[src/rtl/lpgPkg.sv]
package lpgPkg;
  typedef enum logic [2:0] {
    MODE_NONE     = 3'd0,
    MODE_EDGE_L1  = 3'd1,
    MODE_EDGE_L0  = 3'd2,
    MODE_GROUP_L0 = 3'd3,
    MODE_WALK_L0  = 3'd4,
    MODE_WALK_L1  = 3'd5
  } testMode_e;

  typedef struct packed {
    logic load;
    logic advance;
    logic active;
    logic lineSel;
  } lpgStrobe_t;

  function automatic logic isWalk(testMode_e m);
    return (m == MODE_WALK_L0) || (m == MODE_WALK_L1);
  endfunction
endpackage

[src/rtl/lpgControl.sv]
module lpgControl
  import lpgPkg::*;
(
  input  logic       clk,
  input  logic       rstN,
  input  logic       start,
  input  logic       modeOk,
  input  logic       lastFrame,
  output lpgStrobe_t strobe,
  output logic       frameStart,
  output logic       lineValid,
  output logic       lineIdx,
  output logic       done
);
  typedef enum logic [1:0] {ST_IDLE, ST_LINE0, ST_LINE1} state_e;
  state_e state;

  always_comb begin
    strobe.load    = (state == ST_IDLE) && start && modeOk;
    strobe.advance = (state == ST_LINE1) && !lastFrame;
    strobe.active  = (state != ST_IDLE);
    strobe.lineSel = (state == ST_LINE1);
    lineValid      = strobe.active;
    lineIdx        = strobe.lineSel;
    frameStart     = (state == ST_LINE0);
  end

  always_ff @(posedge clk or negedge rstN) begin
    if (!rstN) begin
      state <= ST_IDLE;
      done  <= 1'b0;
    end else begin
      unique case (state)
        ST_IDLE: if (strobe.load) begin
          state <= ST_LINE0;
          done  <= 1'b0;
        end
        ST_LINE0: state <= ST_LINE1;
        ST_LINE1: if (lastFrame) begin
          state <= ST_IDLE;
          done  <= 1'b1;
        end else begin
          state <= ST_LINE0;
        end
        default: state <= ST_IDLE;
      endcase
    end
  end

  AST_LINE_PAIR: assert property (@(posedge clk) disable iff (!rstN)
    (lineValid && !lineIdx) |=> (lineValid && lineIdx));
  AST_FS_ON_LINE0: assert property (@(posedge clk) disable iff (!rstN)
    frameStart |-> (lineValid && !lineIdx));
  AST_DONE_IDLE: assert property (@(posedge clk) disable iff (!rstN)
    done |-> !lineValid);
  AST_DONE_HOLD: assert property (@(posedge clk) disable iff (!rstN)
    (done && !start) |=> done);
  AST_START_IGNORED: assert property (@(posedge clk) disable iff (!rstN)
    (lineValid && start) |=> (lineValid || done));
endmodule

[src/rtl/lpgDatapath.sv]
module lpgDatapath
  import lpgPkg::*;
#(
  parameter int WIDTH       = 960,
  parameter int GROUP       = 64,
  parameter int FCW         = 16,
  parameter int FIXED_FRAMES = 5000,
  parameter int WALK_FRAMES  = 500
) (
  input  logic             clk,
  input  logic             rstN,
  input  lpgStrobe_t       strobe,
  input  logic [2:0]       modeSel,
  input  logic [FCW-1:0]   frameCount,
  output logic             modeOk,
  output logic             lastFrame,
  output logic [WIDTH-1:0] hitVec
);
  localparam int POSW = $clog2(WIDTH);
  localparam logic [POSW-1:0] POS_LAST = POSW'(WIDTH - 1);
  localparam logic [FCW-1:0] FIXED_N = FCW'(FIXED_FRAMES);
  localparam logic [FCW-1:0] WALK_N  = FCW'(WALK_FRAMES);

  testMode_e       curMode;
  logic [FCW-1:0]  remain;
  logic [POSW-1:0] pos;
  logic [FCW-1:0]  loadCount;
  logic [WIDTH-1:0] pattern;
  testMode_e       reqMode;

  always_comb begin
    reqMode   = testMode_e'(modeSel);
    modeOk    = (modeSel >= 3'd1) && (modeSel <= 3'd5);
    lastFrame = (remain == '0);
    if (frameCount != '0) loadCount = frameCount;
    else if (isWalk(reqMode)) loadCount = WALK_N;
    else loadCount = FIXED_N;
  end

  always_ff @(posedge clk or negedge rstN) begin
    if (!rstN) begin
      curMode <= MODE_NONE;
      remain  <= '0;
      pos     <= '0;
    end else if (strobe.load) begin
      curMode <= reqMode;
      remain  <= loadCount - 1'b1;
      pos     <= '0;
    end else if (strobe.advance) begin
      remain  <= remain - 1'b1;
      pos     <= (pos == POS_LAST) ? '0 : pos + 1'b1;
    end
  end

  always_comb begin
    pattern = '0;
    unique case (curMode)
      MODE_EDGE_L1: if (strobe.lineSel) begin
        pattern[0]       = 1'b1;
        pattern[WIDTH-1] = 1'b1;
      end
      MODE_EDGE_L0: if (!strobe.lineSel) begin
        pattern[0]       = 1'b1;
        pattern[WIDTH-1] = 1'b1;
      end
      MODE_GROUP_L0: if (!strobe.lineSel) begin
        pattern[0]         = 1'b1;
        pattern[GROUP-1]   = 1'b1;
        pattern[GROUP]     = 1'b1;
        pattern[2*GROUP-1] = 1'b1;
        pattern[2*GROUP]   = 1'b1;
      end
      MODE_WALK_L0: if (!strobe.lineSel) pattern[pos] = 1'b1;
      MODE_WALK_L1: if (strobe.lineSel)  pattern[pos] = 1'b1;
      default: ;
    endcase
    hitVec = strobe.active ? pattern : '0;
  end

  AST_WALK_SINGLE: assert property (@(posedge clk) disable iff (!rstN)
    (strobe.active && ((curMode == MODE_WALK_L0 && !strobe.lineSel) ||
                       (curMode == MODE_WALK_L1 && strobe.lineSel)))
      |-> ($countones(hitVec) == 1));
  AST_POS_RANGE: assert property (@(posedge clk) disable iff (!rstN)
    pos <= POS_LAST);
  AST_POS_WRAP: assert property (@(posedge clk) disable iff (!rstN)
    (strobe.advance && pos == POS_LAST) |=> (pos == '0));
  AST_MODE_STABLE: assert property (@(posedge clk) disable iff (!rstN)
    strobe.active |=> $stable(curMode));
endmodule

[src/rtl/linePatternGen.sv]
module linePatternGen
  import lpgPkg::*;
#(
  parameter int WIDTH        = 960,
  parameter int GROUP        = 64,
  parameter int FCW          = 16,
  parameter int FIXED_FRAMES = 5000,
  parameter int WALK_FRAMES  = 500
) (
  input  logic             clk,
  input  logic             rstN,
  input  logic             start,
  input  logic [2:0]       modeSel,
  input  logic [FCW-1:0]   frameCount,
  output logic [WIDTH-1:0] hitVec,
  output logic             lineIdx,
  output logic             frameStart,
  output logic             lineValid,
  output logic             done
);
  lpgStrobe_t strobe;
  logic modeOk;
  logic lastFrame;

  lpgControl uCtrl (
    .clk(clk), .rstN(rstN), .start(start), .modeOk(modeOk),
    .lastFrame(lastFrame), .strobe(strobe), .frameStart(frameStart),
    .lineValid(lineValid), .lineIdx(lineIdx), .done(done)
  );

  lpgDatapath #(
    .WIDTH(WIDTH), .GROUP(GROUP), .FCW(FCW),
    .FIXED_FRAMES(FIXED_FRAMES), .WALK_FRAMES(WALK_FRAMES)
  ) uData (
    .clk(clk), .rstN(rstN), .strobe(strobe), .modeSel(modeSel),
    .frameCount(frameCount), .modeOk(modeOk), .lastFrame(lastFrame),
    .hitVec(hitVec)
  );

  AST_IDLE_ZERO: assert property (@(posedge clk) disable iff (!rstN)
    !lineValid |-> (hitVec == '0));
endmodule

[config.mk]
export PLATFORM = sky130hd
export DESIGN_NAME = linePatternGen
export DESIGN_NICKNAME = d
export VERILOG_FILES = /design/src/rtl/lpgPkg.sv /design/src/rtl/lpgControl.sv /design/src/rtl/lpgDatapath.sv /design/src/rtl/linePatternGen.sv
export SDC_FILE = /design/constraint.sdc
export NUM_CORES = 1
export LEC_CHECK = 0
export BUFFER_PORTS_ARGS = -buffer_cell sky130_fd_sc_hd__buf_2
export CAP_MARGIN = 15
export CORE_AREA = 5 5 380 382
export CTS_BUF_LIST = sky130_fd_sc_hd__clkbuf_8
export CTS_CLUSTER_DIAMETER = 120
export DETAILED_ROUTE_END_ITERATION = 10
export DIE_AREA = 0 0 385 387
export GPL_ROUTABILITY_DRIVEN = 0
export PLACE_DENSITY = 0.32
export SETUP_SLACK_MARGIN = 0.3
export SYNTH_ARGS = -nofsm -noshare
export SYNTH_HDL_FRONTEND = slang
export SYNTH_SLANG_ARGS = --single-unit
[constraint.sdc]
create_clock -name clk -period 3.6 [get_ports clk]
set_input_delay 0.72 -clock clk [delete_from_list [all_inputs] [get_ports clk]]
set_output_delay 0.72 -clock clk [all_outputs]
set_load 0.05 [all_outputs]
**Word-level counts from Yosys, hierarchy flattened**

Index checks and enable logic that the tools add are counted.
W data, S select, Z words.

- Flip-flop bits (word level): 32
- Input bits: 22
- Output and inout port bits: 964
- Logic and storage cells: 67

- Add/sub/neg operators: 3
- Magnitude comparators: 4
- Equality and inequality tests: 12
- Mux-type cells: 28
- Reductions and logical operators: 15

Operators with widths:

| cell | number |
|---|---|
| $mux W960 | 3 |
| $pmux W830 S2 | 1 |
| $pmux W62 S2 | 2 |
| $mux W16 | 3 |
| $sub A16 B1 Y16 const B | 2 |
| $mux W10 | 3 |
| $pmux W2 S3 | 3 |
| $logic_not A16 Y1 | 1 |
| $reduce_bool A16 Y1 | 1 |
| $mux W13 | 1 |
| $eq A3 B3 Y1 const B | 4 |
| $lt A10 B11 Y1 const B | 1 |
| $add A10 B1 Y10 const B | 1 |
| $demux W1 S10 | 1 |
| $eq A10 B10 Y1 const B | 1 |
| $ge A10 B1 Y1 const B | 1 |
| $pmux W1 S4 | 2 |
| $eq A3 B2 Y1 const B | 2 |
| $mux W1 | 6 |
| $reduce_bool A2 Y1 | 3 |
| $logic_and A1 B1 Y1 | 5 |
| $mux W2 | 2 |
| $eq A3 B1 Y1 const B | 1 |
| $ge A3 B1 Y1 const B | 1 |
| 11 further kinds | 11 |

**Longest topological paths before layout**

Gate-level depths: netlist of run 1.

- Depth after elaboration: 7
- Gate-level depth with buffers: 12
- Mapped depth without buffers: 9

**Modules after synthesis**

Synthesis of run 1 repeated with hierarchy kept, for this count alone.

- Cells, all modules: 1,531
- Area, all modules: 7,181.9 um2

Modules (own cells, without submodules):

| module | times used | cells an instance | area each (um2) |
|---|---|---|---|
| lpgDatapath | 1 | 1,513 | 6,979.2 |
| lpgControl | 1 | 18 | 202.7 |

**Worst setup path after synthesis of run 1**

OpenSTA, ideal clock, no wires.

- Path type: register -> output
- Start: register uCtrl.state[0]
- End: output hitVec[280]
- Arrival: 2.971 ns
- Required time: 2.880 ns
- Setup slack: -0.091 ns
- Stages on the path, launching flop included: 13
- Path buffers: 5
- Cell sequence: dfrtp_1 buf_2 nand2b_1 inv_2 xnor2_1 and2_1 buf_2 nand2_1 buf_2 or3_1 clkbuf_1 clkbuf_1 nor2_1

- Longest elaborated chain between the ends: 4
- Elaborated cells on any way between the ends: 6
- Those cells by class: eq/ne (1); mux (4); reduce/logical (1)

RTL lines:

| what | RTL line | RTL |
|---|---|---|
| start: declaration | lpgControl.sv:16 | `state_e state;` |
| start signal: assignment | lpgControl.sv:30 | `state <= ST_IDLE;` |
| start signal: assignment | lpgControl.sv:35 | `state <= ST_LINE0;` |
| start signal: assignment | lpgControl.sv:38 | `ST_LINE0: state <= ST_LINE1;` |
| $eq A2 B2 Y1 (*) | lpgControl.sv:22 | `strobe.lineSel = (state == ST_LINE1);` |
| net lineIdx | linePatternGen.sv:16 | `output logic lineIdx,` |
| $mux W960, on equally long branches | lpgDatapath.sv:74, lpgDatapath.sv:73 |  |
| $pmux W830 S2 (*) | lpgDatapath.sv:57 | `unique case (curMode)` |
| $mux W960 (*) | lpgDatapath.sv:77 | `hitVec = strobe.active ? pattern : '0;` |
| end: declaration | linePatternGen.sv:15 | `output logic [WIDTH-1:0] hitVec,` |

Mark *: on every way through the listed nets, which the timed path passes. The rest lies on a longest branch.

**Final worst setup path of run 1**

- Start: register uCtrl.state[0]
- End: output hitVec[784]

- Longest elaborated chain between the ends: 4
- Elaborated cells on any way between the ends: 6
- Those cells by class: eq/ne (1); mux (4); reduce/logical (1)

RTL lines:

| what | RTL line |
|---|---|
| $eq A2 B2 Y1 | lpgControl.sv:22 |
| $mux W960, on equally long branches | lpgDatapath.sv:74, lpgDatapath.sv:73 |
| $pmux W830 S2 | lpgDatapath.sv:57 |
| $mux W960 (*) | lpgDatapath.sv:77 |

Every way passes the cells marked *; elsewhere a longest branch is shown, timed or not.

==> key figures, run 1 <==
Power and ir drop
  – P_leak: just over 8 nW
  – Pwr Total: around 2.6 mW
  – Pwr dens: about 130 nW/µm²
  – Peak VDD IR: 0.1441 mV

Clocking
  – Root Buffer: clkbuf_8
  – CTS tree: built
  – CTS Hold Buffers Added: 0
  – CTS buffer count: 5
  – H-Tree Depth: 2
  – Sink Count: 32
  – Clock-pin slew on the worst setup and hold paths: 80 ps
  – CTS max path bufs: 2
  – Worst skew pair latency: ~300 ps

Logic synthesis
  – Post-synthesis cell count: 1,548
  – Seq/Total Area, Yosys: 0.1087
  – Synth Warn #: 0
  – Syn nets: roughly 1,600
  – Post-Syn Area: 7367 µm²
  – Top FF cell, synth: dfrtp_1
  – FF+latch count, synth: 32
  – Async S/R FF share, synth: 1.000
  – Syn Area/Cell: between 4 and 5 µm²
  – Post-synthesis cell type count: 56
  – Post-synth EDFFs: 0

Timing
  – Final Critical Period: 3340 ps
  – # setup viols final: 0
  – Fmax: about 0.30 GHz
  – Fin crit share: 0.9278
  – Slew of the pin with the lowest slew margin: approximately 910 ps
  – Fin. max-slew vios: 0
  – Layout Skew: 10.79 ps
  – Final WS setup: 260.0 ps
  – Slew HR: 0.3902
  – Setup TNS Final: 0 ps
  – RSZ-0062 raised after global routing: true
  – Hold Vio Cnt, Final: 0

Critical path
  – FF-to-FF Start: uData.pos[8]$_DFFE_PN0P_
  – Worst Reg-to-Reg Cells: 8
  – Setup crit start: uCtrl.state[0]$_DFFE_PN0P_
  – CP arrival: approximately 2600 ps
  – Crit path max fanout: 28
  – Reg2reg setup slack: roughly 750 ps
  – RR Endpoint: uData.pos[8]$_DFFE_PN0P_
  – CP startpoint kind: flip-flop
  – Worst setup path category: flip-flop to primary output
  – Critical path capture point type: primary output
  – CP endpoint: hitVec[784]
  – Data required time of the worst path: between 2000 and 3000 ps

Drt
  – Drt wl/cell: between 20 and 25 µm
  – Residual DRC: 0
  – Pre-Repair DR Iteration Count: 5
  – Vias per inst: between 3 and 4
  – Routed via count: approximately 14,000
  – Initial DRC Count: 768
  – Routed WL: between 90,000 and 100,000 µm
  – Routed Antenna Nets: 0

GRT
  – First-pass GRT wire length: roughly 120,000 µm
  – GRT Overall Usage: 0.1198
  – Vias in the first global route: ~14,000
  – Initial antenna violation count: 11
  – Remaining Overflow, GRT: 0
  – Pin count of the biggest net entering global routing: 33

Floorplan
  – Ports: a little under 1,000
  – Core Area: 140,700 µm²
  – Initial Util: 0.05235
  – Standard-cell rows: roughly 140
  – DIE AREA: between 100,000 and 150,000 µm²
  – Die H: approximately 390 µm
  – Die Wd: around 390 µm

Worst hold path
  – Hold crit path type: flip-flop to flip-flop
  – Hold Crit Depth: 2

Final layout
  – Fin nets: between 2,000 and 2,500
  – Fill count: about 16,000
  – Most frequent cells in the layout: nor2_1 (532), buf_2 (369), buf_4 (311), nor2_4 (267), buf_6 (231)
  – Share of cells above drive strength 1: 0.6579
  – Area delta synth->final: 184.3%
  – Most common cell after layout, fill and taps aside: nor2_1

Place
  – Pre-CTS setup slack: 122.4 ps
  – IO Port Bufs: approximately 990
  – Dpl hpwl: 73,710 µm

Outcome
  – Outcome: finished, final reports clean

Flow run
  – Max Cap Viol: 0
## cell usage after synthesis, types with 2 or more instances
| cell type | number | area, µm² |
|---|---|---|
| or3b_2 | 2 | 17.52 |
| nor2b_1 | 6 | 37.54 |
| nand2_1 | 65 | 244.0 |
| mux2i_1 | 10 | 100.1 |
| buf_6 | 3 | 33.78 |
| nor4_1 | 9 | 56.30 |
| and2_1 | 2 | 12.51 |
| or3_1 | 33 | 206.5 |
| and3b_1 | 3 | 26.28 |
| a21oi_1 | 10 | 50.05 |
| xnor2_1 | 11 | 96.34 |
| a221oi_1 | 3 | 26.28 |
| nand4_1 | 10 | 62.56 |
| o31ai_1 | 4 | 30.03 |
| xor2_1 | 11 | 96.34 |
| nor3b_1 | 2 | 15.01 |
| nor2_1 | 928 | 3483 |
| dfrtp_1 | 32 | 800.8 |
| o21ai_0 | 16 | 80.08 |
| nand2b_1 | 7 | 43.79 |
| a32oi_1 | 2 | 17.52 |
| nor3_1 | 69 | 345.3 |
| nand3b_1 | 5 | 37.54 |
| o22a_1 | 2 | 17.52 |
| a211oi_1 | 3 | 22.52 |
| clkbuf_1 | 195 | 732.0 |
| inv_1 | 10 | 37.54 |
| a211oi_2 | 3 | 37.54 |
| or2_1 | 2 | 12.51 |
| ha_1 | 5 | 62.56 |
| nand4b_1 | 2 | 17.52 |
| and3_1 | 5 | 31.28 |
| buf_2 | 26 | 130.1 |
| o21a_1 | 3 | 22.52 |
| nand3_1 | 20 | 100.1 |
| o21ai_1 | 9 | 45.04 |
## per-layer routing
metal,global-route usage,routed length (µm),vias to the layer above
li1,-,-,6612
met1,0.1345,37660,6909
met2,0.2402,53350,683
met3,0.01295,5225,92
met4,0.02229,2326,4
met5,0,21,-
## metrics by stage
step / cell area, µm² / std cells / util / hold slack [ps]
after global routing: 20930 / 4351 / 0.1487 / 562.6
after global placement: 17510 / 4326 / 0.1244 / 475.7
after detailed placement: 17510 / 4326 / 0.1244 / 505.5
after floorplan: 9509 / 1548 / - / 424.4
final: 20950 / 4357 / 0.1488 / 522.0
after CTS: 18460 / 4338 / 0.1312 / 527.8
## repair_timing
item                       4_1_cts  5_1_grt
gates resized for setup        297      950
setup endpoints to repair      862      792
pin swaps                        4       20
gates cloned                     1        4
buffers inserted                 3        9
## power breakdown
part           total [mW]  internal [mW]  leakage (nW)  switching [mW]
combinational        1.64          0.542          7.67            1.10
clock               0.367          0.203        0.0594           0.164
sequential          0.633          0.488         0.404           0.145
## sequential cells by signal, summed over array words and instances (netlist names)
register       flops
uCtrl.done         1
uCtrl.state        2
uData.curMode      3
uData.pos         10
uData.remain      16
## cell type report
cell class,count,area [µm²],share of cell area
Clock buffer,5,68.82,0.003285
Tap cell,1890,2365,0.1129
Antenna cell,6,15.01,0.0007168
Clock inverter,3,38.79,0.001852
Inverter,12,47.55,0.002270
Sequential cell,32,804.5,0.03841
Multi-Input combinational cell,1279,8307,0.3966
Timing Repair Buffer,1130,9300,0.4440
## critical path: stages, from the launching register on
cell and delay (ps):
dfrtp_1 380, nand2b_4 150, inv_4 60, xnor2_2 90
and2_4 240, nand2_4 100, or3_2 490, buf_12 170
nor2_1 190, buf_4 120, buf_4 180
## logic make-up after synthesis
logic type	count (synthesis)	share of synthesized area
flip-flops	32	0.1087
buffers and inverters	237	0.1282
adder cells (fa/ha/maj)	5	0.008492
AO/OA/AOI/OAI	64	0.05724
XOR/XNOR	22	0.02615
AND/OR/NAND/NOR	1178	0.6576
multiplexers	10	0.01359
## how the worst min path moves through the flow
stage                             end                    from  slack, ps
4_1_cts        uCtrl.done$_DFFE_PN0P_  uCtrl.done$_DFFE_PN0P_        530
5_1_grt        uCtrl.done$_DFFE_PN0P_  uCtrl.done$_DFFE_PN0P_        560
6_report       uCtrl.done$_DFFE_PN0P_  uCtrl.done$_DFFE_PN0P_        520
2_1_floorplan  uCtrl.done$_DFFE_PN0P_                    rstN        420
3_5_place_dp   uCtrl.done$_DFFE_PN0P_  uCtrl.done$_DFFE_PN0P_        510
3_3_place_gp   uCtrl.done$_DFFE_PN0P_  uCtrl.done$_DFFE_PN0P_        480
Note: power is estimated with default switching activity, not from simulation.
==> run 2: changes to the inputs <==
--- a/config.mk
+++ b/config.mk
@@ -5,10 +5,10 @@
 export SDC_FILE = /design/constraint.sdc
 export NUM_CORES = 1
 export LEC_CHECK = 0
-export BUFFER_PORTS_ARGS = -buffer_cell sky130_fd_sc_hd__buf_2
+export BUFFER_PORTS_ARGS = -buffer_cell sky130_fd_sc_hd__buf_4
 export CAP_MARGIN = 15
 export CORE_AREA = 5 5 380 382
-export CTS_BUF_LIST = sky130_fd_sc_hd__clkbuf_8
+export CTS_BUF_LIST = sky130_fd_sc_hd__clkbuf_16
 export CTS_CLUSTER_DIAMETER = 120
 export DETAILED_ROUTE_END_ITERATION = 10
 export DIE_AREA = 0 0 385 387
==> run 2 against run 1 <==
Clock power increased by 41%. Global-route usage up 1.0 points. Cell count fell by 0.14%. Clock-buffer cell count unchanged. Sequential cell count unchanged. Register-to-register slack better by 60 ps. Critical endpoint is now hitVec[214].
==> key figures, run 2 (same netlist as run 1, synthesis figures left out) <==
Timing
  – Layout Skew: 6.911 ps (-3.876 ps)
  – Setup TNS Final: 0 ps (unchanged)
  – RSZ-0062 raised after global routing: true
  – Fin. max-slew vios: 0 (unchanged)
  – Fmax: 0.3064 GHz (+2.3%)
  – Fin crit share: 0.9067 (-0.02110)
  – Final Critical Period: 3264 ps (-75.97 ps)
  – Hold Vio Cnt, Final: 0 (unchanged)
  – Final WS setup: 336.0 ps (+75.97 ps)
  – Slew of the pin with the lowest slew margin: 931.7 ps (+17.09 ps)
  – # setup viols final: 0 (unchanged)
  – Slew HR: 0.3788 (-0.01140)

Critical path
  – CP arrival: 2540 ps (-80 ps)
  – Worst setup path category: flip-flop to primary output
  – Reg2reg setup slack: 810 ps (+60 ps)
  – Data required time of the worst path: 2880 ps (about the same)
  – Critical path capture point type: primary output
  – CP startpoint kind: flip-flop
  – Crit path max fanout: 28 (unchanged)

Place
  – Dpl hpwl: 78,510 µm (+6.5%)
  – IO Port Bufs: 985 (unchanged)
  – Pre-CTS setup slack: 10.75 ps (-111.7 ps)

Power and ir drop
  – P_leak: 8.040 nW (-1.1%)
  – Peak VDD IR: 0.1776 mV (+23%)
  – P_sw: 1.468 mW (+4.2%)
  – Comb pwr share: 0.595 (-0.026)
  – Pwr Total: 2.870 mW (+8.7%)
  – Switching Share: 0.5115 (-0.02164)
  – Clk pwr share: 0.181 (+0.042)
  – Flop pwr share: 0.224 (-0.016)
  – Pwr dens: 133.0 nW/µm² (+5.5%)
  – Internal power: 1.402 mW (+14%)

Clocking
  – CTS tree: built
  – Sink Count: 32 (unchanged)
  – Root Buffer: clkbuf_16
  – Worst skew pair latency: 290 ps (about the same)
  – CTS max path bufs: 2 (unchanged)
  – CTS buffer count: 5 (unchanged)
  – Clock-pin slew on the worst setup and hold paths: 60 ps (-20 ps)
  – CTS Hold Buffers Added: 0 (unchanged)
  – H-Tree Depth: 2 (unchanged)

Drt
  – Residual DRC: 0 (unchanged)
  – Initial DRC Count: 811 (+5.6%)
  – Routed WL: 103,500 µm (+5.0%)
  – Routed Antenna Nets: 0 (unchanged)
  – Drt wl/cell: 23.79 µm (+5.2%)
  – Vias per inst: 3.217 (-2.0%)
  – Routed via count: 14,000 (-2.1%)
  – Pre-Repair DR Iteration Count: 4 (-1)

Final layout
  – Area delta synth->final: 192.9%
  – Flip-flop count of the largest register after layout: 16 (unchanged)
  – Biggest register: uData.remain
  – Most frequent cells in the layout: buf_4 (830), nor2_1 (526), nor2_4 (265), buf_6 (246), nor2_2 (137)
  – Share of cells above drive strength 1: 0.6620 (+0.004184)
  – Largest registers: uData.remain: 16 flops, uData.pos: 10 flops, uData.curMode: 3 flops
  – Area of the multi-input gates: 8289 µm² (-0.21%)
  – Most common cell after layout, fill and taps aside: buf_4
  – Fill count: 16,150 (-0.28%)
  – FF/Latch Area: 809.5 µm² (+0.62%)
  – Fin nets: 2,479 (-0.32%)

Flow run
  – Max Cap Viol: 0 (unchanged)

Floorplan
  – Core Area: 140,700 µm² (unchanged)
  – Die H: 387 µm (unchanged)
  – Die Wd: 385 µm (unchanged)
  – Standard-cell rows: 138 (unchanged)
  – Initial Util: 0.05235 (unchanged)
  – DIE AREA: 149,000 µm² (unchanged)
  – Ports: 986 (unchanged)

GRT
  – Remaining Overflow, GRT: 0 (unchanged)
  – GRT Overall Usage: 0.1301 (+0.01039)
  – Pin count of the biggest net entering global routing: 33 (unchanged)
  – Initial antenna violation count: 10 (-1)
  – First-pass GRT wire length: 134,300 µm (+7.9%)
  – Vias in the first global route: 14,090 (+4.1%)

Worst hold path
  – Hold crit path type: input port to asynchronous set/reset pin

Outcome
  – Outcome: finished, final reports clean
[run 2: final timing paths]
path	from	cells past startpoint	end
max	uCtrl.state[0]$_DFFE_PN0P_	9	hitVec[214]
min	rstN	1	uData.remain[1]$_DFFE_PN0P_
max reg2reg	uCtrl.state[1]$_DFFE_PN0P_	11	uData.remain[12]$_DFFE_PN0P_
min reg2reg	uCtrl.done$_DFFE_PN0P_	2	uCtrl.done$_DFFE_PN0P_
max in group asynchronous	rstN	1	uData.pos[6]$_DFFE_PN0P_
min in group clk	uCtrl.done$_DFFE_PN0P_	2	uCtrl.done$_DFFE_PN0P_
[run 2: cell type report]
class                           count  share of cell area
Antenna cell                        8           0.0009276
Clock buffer                        5            0.005798
Clock inverter                      3            0.001971
Inverter                           12            0.002203
Multi-Input combinational cell   1280              0.3841
Sequential cell                    32             0.03751
Tap cell                         1890              0.1096
Timing Repair Buffer             1121              0.4579
[run 2: through the flow]
step                      std cells  utilization  hold WS, ps  instance area (µm²)
after detailed placement       4319       0.1400        485.7                19710
after CTS                      4339       0.1444        403.6                20320
after floorplan                1548            -        424.4                 9509
final                          4351       0.1534        385.6                21580
after global routing           4343       0.1532        418.5                21560
after global placement         4319       0.1400        519.6                19710
[run 2: power groups by stage]
stage          registers, mW  logic (mW)  clock network [mW]
2_1_floorplan          0.587        1.07                   0
3_3_place_gp           0.642        1.65                   0
3_5_place_dp           0.637        1.64                   0
4_1_cts                0.637        1.71               0.526
5_1_grt                0.662        1.88               0.535
6_report               0.643        1.71               0.518
[run 2: what timing repair did]
item,4_1_cts,5_1_grt
buffers inserted,8,3
resized for setup,73,347
setup endpoints to repair,864,635
pin swaps,8,5
gates cloned,4,1
[run 2: metal layers]
layer / GRT usage / routed length [µm]
met3: 0.01343 / 4931
met1: 0.1448 / 38880
met5: 0 / 0
met4: 0.02446 / 2208
met2: 0.2631 / 57510
[run 2: critical path, cell delays in order (launching register included)]
cell	delay, ps
dfrtp_1	380
nand2b_4	160
inv_4	60
xnor2_2	100
and2_4	220
nand2_2	160
or3_2	510
buf_12	200
nor2_1	170
buf_4	210
==> run 3: changes to the inputs <==
--- a/config.mk
+++ b/config.mk
@@ -14,6 +14,7 @@
 export DIE_AREA = 0 0 385 387
 export GPL_ROUTABILITY_DRIVEN = 0
 export PLACE_DENSITY = 0.32
+export REMOVE_ABC_BUFFERS = 1
 export SETUP_SLACK_MARGIN = 0.3
 export SYNTH_ARGS = -nofsm -noshare
 export SYNTH_HDL_FRONTEND = slang
==> run 3 against run 2 <==
Register-to-register slack got worse by 130 ps. Via count grew 1.9%. Global-route usage shrank 0.69 points. Clock-buffer cell count unchanged. Clock skew grew 1.1 ps. Sequential cell count unchanged. Critical path type unchanged. Largest cell class unchanged.
==> key figures, run 3 (same netlist as run 1, synthesis figures left out) <==
Outcome
  – Outcome: finished, final reports clean

Timing
  – Slew HR: 0.3624 (-0.01647)
  – Slew of the pin with the lowest slew margin: 956.5 ps (+24.71 ps)
  – Final WS setup: 302.4 ps (-33.59 ps)
  – Fin crit share: 0.9160 (+0.009330)
  – Final Critical Period: 3298 ps (+33.59 ps)
  – Fin. max-slew vios: 0 (unchanged)
  – Hold Vio Cnt, Final: 0 (unchanged)
  – Setup TNS Final: 0 ps (unchanged)
  – Worst hold margin: 387.3 ps (+1.636 ps)
  – Layout Skew: 8.058 ps (+1.147 ps)
  – Fmax: 0.3032 GHz (-1.0%)
  – RSZ-0062 raised after global routing: true
  – # setup viols final: 0 (unchanged)

Power and ir drop
  – Clk pwr share: 0.168 (-0.013)
  – P_leak: 8.162 nW (+1.5%)
  – Pwr dens: 142.4 nW/µm² (+7.1%)
  – Pwr Total: 2.976 mW (+3.7%)
  – Flop pwr share: 0.215 (-0.009)
  – Comb pwr share: 0.617 (+0.022)
  – P_sw: 1.501 mW (+2.2%)
  – Peak VDD IR: 0.1892 mV (+6.5%)
  – Switching Share: 0.5044 (-0.007119)
  – Internal power: 1.475 mW (+5.2%)

Worst hold path
  – Hold crit path type: input port to asynchronous set/reset pin

Drt
  – Routed Antenna Nets: 0 (unchanged)
  – Pre-Repair DR Iteration Count: 5 (+1)
  – Drt wl/cell: 23.60 µm (-0.81%)
  – Routed WL: 102,700 µm (-0.83%)
  – Vias per inst: 3.278 (+1.9%)
  – Initial DRC Count: 775 (-4.4%)
  – Routed via count: 14,260 (+1.9%)
  – Residual DRC: 0 (unchanged)

GRT
  – First-pass GRT wire length: 128,300 µm (-4.4%)
  – Pin count of the biggest net entering global routing: 33 (unchanged)
  – Remaining Overflow, GRT: 0 (unchanged)
  – GRT Overall Usage: 0.1233 (-0.006877)
  – Initial antenna violation count: 9 (-1)
  – Vias in the first global route: 13,660 (-3.1%)

Final layout
  – Largest registers: uData.remain: 16 flops, uData.pos: 10 flops, uData.curMode: 3 flops
  – Final Util: 0.1485 (-0.004863)
  – Post-route cell area: 20,900 µm² (-3.2%)
  – Most common cell after layout, fill and taps aside: buf_4
  – Share of cells above drive strength 1: 0.6276 (-0.03445)
  – Biggest register: uData.remain
  – Cell Count, Final, Fillers Out: 4,350 (-0.023%)
  – Fill count: 16,340 (+1.1%)
  – Area delta synth->final: 183.6%
  – Flip-flop count of the largest register after layout: 16 (unchanged)
  – Most frequent cells in the layout: buf_4 (688), nor2_1 (599), buf_6 (385), nor2_2 (298), nor3_1 (69)
  – FF/Latch Area: 808.3 µm² (-0.15%)
  – Area of the multi-input gates: 6947 µm² (-16%)
  – Fin nets: 2,483 (+0.16%)

Critical path
  – Critical path capture point type: primary output
  – CP startpoint kind: flip-flop
  – CP arrival: 2580 ps (+40 ps)
  – Data required time of the worst path: 2880 ps (about the same)
  – Crit path max fanout: 7 (-75%)
  – Worst setup path category: flip-flop to primary output

Place
  – IO Port Bufs: 985 (unchanged)
  – Pre-CTS setup slack: 193.9 ps (+183.1 ps)
  – Dpl hpwl: 76,100 µm (-3.1%)
  – Post-DP Area: 17,500 µm² (-11%)
  – Placed insts: 4,319 (unchanged)

Clocking
  – Worst skew pair latency: 290 ps (about the same)
  – CTS max path bufs: 2 (unchanged)
  – CTS buffer count: 5 (unchanged)
  – CTS Hold Buffers Added: 0 (unchanged)
  – CTS tree: built
  – Root Buffer: clkbuf_16
  – H-Tree Depth: 2 (unchanged)
  – Sink Count: 32 (unchanged)
  – Clock-pin slew on the worst setup and hold paths: 60 ps (about the same)

Floorplan
  – Die Wd: 385 µm (unchanged)
  – Die H: 387 µm (unchanged)
  – DIE AREA: 149,000 µm² (unchanged)
  – Core Area: 140,700 µm² (unchanged)
  – Standard-cell rows: 138 (unchanged)
  – Initial Util: 0.05235 (unchanged)
  – Ports: 986 (unchanged)

Flow run
  – Max Cap Viol: 0 (unchanged)
[run 3: cell types whose count changed in the layout (fill, tap and decap cells not counted), moves of 13 or more]
| cell | previous run | this run |
|---|---|---|
| buf_4 | 830 | 688 |
| or3_2 | 17 | 4 |
| nor2_4 | 265 | 31 |
| nor2_2 | 137 | 298 |
| buf_6 | 246 | 385 |
| nor2_1 | 526 | 599 |
[run 3: worst paths after layout]
path                                             start                     endpoint  slack, ps  depth (start not counted)
setup / recovery            uCtrl.state[0]$_DFFE_PN0P_                  hitVec[725]        300                         11
setup reg to reg              uData.pos[6]$_DFFE_PN0P_     uData.pos[8]$_DFFE_PN0P_        680                         10
max in group asynchronous                         rstN     uData.pos[2]$_DFFE_PN0P_       2840                          1
min in group clk           uData.remain[1]$_DFFE_PN0P_  uData.remain[1]$_DFFE_PN0P_        550                          2
hold reg to reg            uData.remain[1]$_DFFE_PN0P_  uData.remain[1]$_DFFE_PN0P_        550                          2
hold / removal                                    rstN  uData.remain[7]$_DFFE_PN0P_        390                          1
[run 3: layout make-up]
cell class,count,area share
clock inverters,3,0.002036
well taps,1890,0.1132
inverters,12,0.002275
clock buffers,5,0.005988
repair buffers,1125,0.5051
flip-flops and latches,32,0.03868
multi-input cells,1280,0.3324
diodes,3,0.0003593
[run 3: power by group through the flow]
| stage | Combinational [mW] | Sequential, mW | Clock (mW) |
|---|---|---|---|
| after floorplan | 0.972 | 0.601 | 0 |
| after global placement | 1.64 | 0.644 | 0 |
| after detailed placement | 1.64 | 0.639 | 0 |
| after CTS | 1.72 | 0.638 | 0.512 |
| after global routing | 2.02 | 0.660 | 0.524 |
| final | 1.84 | 0.639 | 0.500 |
[run 3: layer usage]
| layer | GRT usage | vias to the layer above | wire (µm) |
|---|---|---|---|
| met4 | 0.01640 | 2 | 1670 |
| met2 | 0.2428 | 676 | 54760 |
| li1 | - | 6570 | - |
| met5 | 0 | - | 13 |
| met3 | 0.01670 | 80 | 5949 |
| met1 | 0.1426 | 6930 | 40280 |
[run 3: repair_timing]
item / in CTS / in global routing
buffers inserted: 1 / 9
endpoints found under the setup margin: 874 / 648
gates resized for setup: 73 / 797
pin swaps: 0 / 5
cloned: 0 / 10
[run 3: worst max-delay path, stage by stage (launching register included)]
cell and delay [ps]:
dfrtp_1 380, nand2b_4 160, inv_4 60, xnor2_2 90, and2_4 240, buf_12 120, nand2_8 80, buf_12 150
or3_4 450, clkbuf_16 220, nor2_1 150, buf_6 180
